### src/rtl/bert_pkg.sv
package bert_pkg;
  localparam int NUM_LANES = 6;
  localparam int WORD_W    = 10;
  localparam int SEL_W     = 3;
  localparam int FILT_LEN  = 4;
  localparam int TAP_HI    = 9;
  localparam int TAP_LO    = 6;
  localparam int BUS_W     = NUM_LANES * WORD_W;

  function automatic logic [WORD_W-1:0] pat_next(input logic [WORD_W-1:0] w);
    return {w[WORD_W-2:0], w[TAP_HI] ^ w[TAP_LO]};
  endfunction
endpackage

### src/rtl/bert_act_filter.sv
module bert_act_filter #(
  parameter int HOLD = 4
) (
  input  logic clk,
  input  logic rst_n,
  input  logic raw_i,
  output logic level_o,
  output logic rise_o
);
  localparam int CW = $clog2(HOLD + 1);

  logic          level_q, level_d;
  logic [CW-1:0] cnt_q, cnt_d;

  always_comb begin
    level_d = level_q;
    cnt_d   = '0;
    rise_o  = 1'b0;
    if (raw_i != level_q) begin
      if (cnt_q == CW'(HOLD - 1)) begin
        level_d = raw_i;
        rise_o  = raw_i;
      end else begin
        cnt_d = cnt_q + 1'b1;
      end
    end
  end

  always_ff @(posedge clk or negedge rst_n) begin
    if (!rst_n) begin
      level_q <= 1'b0;
      cnt_q   <= '0;
    end else begin
      level_q <= level_d;
      cnt_q   <= cnt_d;
    end
  end

  assign level_o = level_q;

  // Checker: independent run length of disagreeing samples, saturating.
  logic [CW-1:0] mis_run;
  always_ff @(posedge clk or negedge rst_n) begin
    if (!rst_n) begin
      mis_run <= '0;
    end else if (raw_i != level_q) begin
      if (mis_run != CW'(HOLD)) mis_run <= mis_run + 1'b1;
    end else begin
      mis_run <= '0;
    end
  end

  a_r1_min_hold: assert property (@(posedge clk) disable iff (!rst_n)
    (level_q != $past(level_q)) |-> ($past(mis_run) >= CW'(HOLD - 1)));
endmodule

### src/rtl/bert_lane.sv
module bert_lane
  import bert_pkg::*;
(
  input  logic              clk,
  input  logic              rst_n,
  input  logic              test_i,
  input  logic              bitmode_i,
  input  logic [WORD_W-1:0] rx_i,
  input  logic              lock_i,
  output logic [WORD_W-1:0] data_o,
  output logic              lock_o
);
  logic [WORD_W-1:0] ref_q, ref_d;
  logic              seeded_q, seeded_d;
  logic              gross_q, gross_d;
  logic [WORD_W-1:0] err;
  logic              any_err;
  logic [WORD_W-1:0] report;

  assign err     = seeded_q ? (rx_i ^ ref_q) : '0;
  assign any_err = |err;

  always_comb begin
    ref_d    = ref_q;
    seeded_d = seeded_q;
    gross_d  = gross_q;
    if (!test_i) begin
      seeded_d = 1'b0;
      gross_d  = 1'b0;
    end else if (!seeded_q) begin
      ref_d    = pat_next(rx_i);
      seeded_d = 1'b1;
    end else begin
      ref_d   = pat_next(ref_q);
      gross_d = gross_q | any_err;
    end
  end

  always_ff @(posedge clk or negedge rst_n) begin
    if (!rst_n) begin
      ref_q    <= '0;
      seeded_q <= 1'b0;
      gross_q  <= 1'b0;
    end else begin
      ref_q    <= ref_d;
      seeded_q <= seeded_d;
      gross_q  <= gross_d;
    end
  end

  assign report = bitmode_i ? err : {WORD_W{gross_q | any_err}};
  assign data_o = test_i ? report : rx_i;
  assign lock_o = test_i ? 1'b0 : lock_i;

  a_r8_seed_clean: assert property (@(posedge clk) disable iff (!rst_n)
    $rose(test_i) |-> (data_o == '0));

  a_r5_gross_sticky: assert property (@(posedge clk) disable iff (!rst_n)
    (test_i && !bitmode_i && (&data_o)) |=> (!test_i || (&data_o)));

  a_r4_lock_low: assert property (@(posedge clk) disable iff (!rst_n)
    (test_i && $past(test_i)) |-> (lock_o == 1'b0));
endmodule

### src/rtl/bert_standalone_ctrl.sv
module bert_standalone_ctrl
  import bert_pkg::*;
(
  input  logic                 clk,
  input  logic                 rst_n,
  input  logic                 act_i,
  input  logic                 mode_req_i,
  input  logic [SEL_W-1:0]     chan_sel_i,
  input  logic [BUS_W-1:0]     rx_data_i,
  input  logic [NUM_LANES-1:0] rx_lock_i,
  output logic [BUS_W-1:0]     data_o,
  output logic [NUM_LANES-1:0] lock_o
);
  logic [1:0] rst_sync;
  logic       rst_n_int;

  always_ff @(posedge clk or negedge rst_n) begin
    if (!rst_n) rst_sync <= 2'b00;
    else        rst_sync <= {rst_sync[0], 1'b1};
  end
  assign rst_n_int = rst_sync[1];

  logic act_level, act_rise;

  bert_act_filter #(.HOLD(FILT_LEN)) filt_i (
    .clk     (clk),
    .rst_n   (rst_n_int),
    .raw_i   (act_i),
    .level_o (act_level),
    .rise_o  (act_rise)
  );

  logic [SEL_W-1:0] sel_q, sel_d;
  logic             mode_q, mode_d;

  always_comb begin
    sel_d  = sel_q;
    mode_d = mode_q;
    if (act_rise) begin
      sel_d  = chan_sel_i;
      mode_d = mode_req_i;
    end
  end

  always_ff @(posedge clk or negedge rst_n_int) begin
    if (!rst_n_int) begin
      sel_q  <= '0;
      mode_q <= 1'b0;
    end else begin
      sel_q  <= sel_d;
      mode_q <= mode_d;
    end
  end

  logic [NUM_LANES-1:0] lane_test;

  for (genvar c = 0; c < NUM_LANES; c++) begin : g_lane
    assign lane_test[c] = act_level &&
                          ((sel_q == '0) || (sel_q == SEL_W'(c + 1)));

    bert_lane lane_i (
      .clk       (clk),
      .rst_n     (rst_n_int),
      .test_i    (lane_test[c]),
      .bitmode_i (mode_q),
      .rx_i      (rx_data_i[c*WORD_W +: WORD_W]),
      .lock_i    (rx_lock_i[c]),
      .data_o    (data_o[c*WORD_W +: WORD_W]),
      .lock_o    (lock_o[c])
    );
  end

  a_r9_cfg_held: assert property (@(posedge clk) disable iff (!rst_n_int)
    (act_level && $past(act_level)) |-> ($stable(sel_q) && $stable(mode_q)));

  a_r3_single_or_all: assert property (@(posedge clk) disable iff (!rst_n_int)
    act_level |-> ($onehot0(lane_test) || (&lane_test)));
endmodule

### config.mk
export PLATFORM = sky130hd
export DESIGN_NAME = bert_standalone_ctrl
export DESIGN_NICKNAME = d
export VERILOG_FILES = /design/src/rtl/bert_pkg.sv /design/src/rtl/bert_act_filter.sv /design/src/rtl/bert_lane.sv /design/src/rtl/bert_standalone_ctrl.sv
export SDC_FILE = /design/constraint.sdc
export NUM_CORES = 1
export LEC_CHECK = 0
export BUFFER_PORTS_ARGS = -buffer_cell sky130_fd_sc_hd__buf_2
export CAP_MARGIN = 0
export CORE_MARGIN = 2
export CORE_UTILIZATION = 55
export DETAILED_ROUTE_END_ITERATION = 16
export GPL_ROUTABILITY_DRIVEN = 0
export PLACE_DENSITY_LB_ADDON = 0.05
export SLEW_MARGIN = 40
export SYNTH_ARGS = -nofsm -noshare
export SYNTH_HDL_FRONTEND = slang
export SYNTH_SLANG_ARGS = --single-unit
### constraint.sdc
create_clock -name clk -period 3.1 [get_ports clk]
set_input_delay 0.62 -clock clk [delete_from_list [all_inputs] [get_ports clk]]
set_output_delay 0.62 -clock clk [all_outputs]
set_load 0.01 [all_outputs]
==> out/results.tsv <==
metric	value	unit
status	completed	
clock.fmax	341	MHz
numPortBuffers	138	
grt_pass1_vias	5146	
top_layer_used	met5	
cts_sinks	82	
finish.net_count	901	
ys_async_sr_fraction	1.00	
powerDensity	965	nW/um2
totalWireLength	14700	um
drt-vias-per-instance	5.80	
dpl.cell_count	956	
cts_tree	done	
arrival	2.31	ns
worstPathMaxFanout	9	
cts_buffer_depth	2	
drv_slew	0	
yosysTopAreaCell	dfrtp_1	
fin_skew	0.00916	ns
clock_latency	0.33	ns
p_leak	3.23	nW
wl_met2	7050	um
drive_above_1_share	0.239	
crit_start	mode_q$_DFFE_PN0P_	
rsz0062_at_grt	no	
grt_max_degree	35	
syn-cell-area	6210	um2
reg2reg_depth	5	
ir_drop	530	uV
first_iter_violations	398	
fp.dieH	110	um
dp_hpwl	10900	um
synth.avg_cell_area	8.76	um2
die_w	110	um
drv_cap	0	
setup_tns	0	ns
firstDrtPassIters	5	
syn_to_final_growth	17.3	%
synth.top_cell.area_share	0.330	
setup_viol	0	
holdBufCountCts	0	
core_area	10900	um2
regToRegSetupSlack	1.45	ns
post-cts-setup-buffers	0	
synth_nets	783	
fin_crit_sh	0.946	
seq_area_frac_synth	0.330	
cts_buffers	9	
grt.overflow.total	0	
grt_usage	0.246	
wl_met1	6900	um
netlist_instances	709	
ys_seq_elements	82	
path_clk_slew	0.06	ns
start_kind	flip-flop	
initial_utilization	0.568	
ys.flop_type	dfrtp_1	
synth_edf_count	0	
synth_cell_types	46	
end_kind	primary output	
pin_count	139	
antenna_found_initial	2	
htree_num_levels	3	
dr_wl_met3	649	um
finalHoldViolations	0	
fp-row-count	38	
crit_required	2.48	ns
post_drt_wl_per_cell	15.1	um
critical_path_class	flip-flop to primary output	
tightest_slew	0.740	ns
die_area	12200	um2
route.detailed.drc	0	
synth_most_common_cell	o21ai_0	
grt_pass1_wl	24000	um
hold_path_class	input port to asynchronous set/reset pin	
root_buffer	clkbuf_16	
relSlewSlack	0.506	
r2r_end	g_lane[3].lane_i.ref_q[3]$_DFFE_PN0P_	
yosys-top-cells-count	o21ai_0 (112), nand2_1 (86), dfrtp_1 (82)	
num_vias	5646	
fin_cells	973	
final_antenna_net_count	0	
yosys_warnings	0	
period_needed	2.93	ns
rr_startpoint	sel_q[1]$_DFFE_PN0P_	
synth.area.top_cells	dfrtp_1 (33%), o21ai_0 (9.0%), a221o_1 (8.7%)	
whs	0.0640	ns
==> state kept, by name (all words and copies together) (netlist names) <==
| name | count |
|---|---|
| sel_q | 3 |
| filt_i.cnt_q | 3 |
| filt_i.level_o | 1 |
| g_lane.lane_i.gross_q | 6 |
| g_lane.lane_i.ref_q | 60 |
| mode_q | 1 |
| rst_sync | 2 |
| g_lane.lane_i.seeded_q | 6 |
==> repair_timing <==
| item | CTS | global route |
|---|---|---|
| endpoints found under the setup margin | 0 | 4 |
| endpoints found under the hold margin | 0 | 0 |
| gates resized for setup | 0 | 2 |
==> cell type report <==
cell class	count	area [um2]
multi-input cells	573	3870
clock buffers	11	243
inverters	7	27.5
flip-flops and latches	82	2060
well taps	140	175
clock inverters	5	77.6
fillers	949	3650
repair buffers	154	836
diodes	1	2.50
==> stage by stage <==
step	cell area, um2	worst slack (ns)	total power (W)	util
finish	7290	0.168	0.00704	0.667
floorplan	6210	0.647	0.00491	-
detailed placement	6970	0.295	0.00590	0.637
global route	7290	0.00477	0.00765	0.667
CTS	7290	0.151	0.00707	0.666
global placement	6930	0.314	0.00578	0.633
==> cells by family (layout without fill, tap and decap cells) <==
logic type,Yosys count,after routing,share of synthesized area
AOI/OAI and AO/OA,209,209,0.219
xor gates and xnor gates,71,71,0.101
adders and majority gates,1,1,0.00201
buffers and inverters,54,177,0.0463
DFF,82,82,0.330
muxes,59,59,0.0961
other,1,2,0.000604
and+or+nand+nor,232,232,0.204
==> power breakdown <==
part	switching [W]	internal, W
Sequential	0.000684	0.00155
Clock	0.000410	0.000725
Combinational	0.00198	0.00169
==> metal layers <==
layer,global-route usage,vias to the layer above
met5,0,-
met4,0.0741,2
met3,0.0341,15
met2,0.414,137
met1,0.330,2702
li1,-,2790
==> layout by cell type (no fill, tap or decap), types with 2 or more instances in the layout <==
| master | Yosys | routed |
|---|---|---|
| xnor2_1 | 22 | 22 |
| bufinv_16 | 0 | 2 |
| a21o_1 | 3 | 3 |
| buf_4 | 9 | 14 |
| mux2i_1 | 54 | 54 |
| nor2b_1 | 58 | 58 |
| buf_12 | 0 | 2 |
| a22o_1 | 2 | 2 |
| or2_1 | 4 | 2 |
| nor2_2 | 5 | 5 |
| xor2_1 | 48 | 48 |
| or2_2 | 0 | 2 |
| mux2_2 | 5 | 5 |
| o21a_1 | 2 | 2 |
| o21ai_1 | 15 | 15 |
| nor2_1 | 17 | 17 |
| buf_2 | 10 | 138 |
| nor3_1 | 5 | 5 |
| a21oi_1 | 14 | 14 |
| dfrtp_1 | 82 | 81 |
| nand4_1 | 4 | 4 |
| clkbuf_16 | 0 | 9 |
| and2_1 | 6 | 6 |
| inv_2 | 5 | 5 |
| nor3b_1 | 7 | 7 |
| o2bb2ai_1 | 2 | 2 |
| nand2b_1 | 11 | 11 |
| a221oi_1 | 2 | 2 |
| nor4_2 | 10 | 10 |
| clkinv_2 | 1 | 3 |
| a221o_1 | 54 | 54 |
| nand3_1 | 8 | 8 |
| o21ai_0 | 112 | 112 |
| nand3b_1 | 6 | 6 |
| nand2_1 | 86 | 86 |
==> worst max path at each step <==
stage | end | slack (ns)
global placement | data_o[20] | 0.31
finish | data_o[52] | 0.17
detailed placement | data_o[29] | 0.29
global route | data_o[32] | 0.005
floorplan | filt_i.cnt_q[0]$_DFF_PN0_ | 0.65
CTS | data_o[38] | 0.15
==> worst max-delay path, cell delays in order (launching register included) <==
cell and delay, ns:
dfrtp_1 0.48, nand2b_1 0.20, nor2_1 0.28, nand2_1 0.11, o2bb2ai_1 0.59, a221o_1 0.20
buf_2 0.12
No activity file was read; power rests on OpenSTA's default activity.
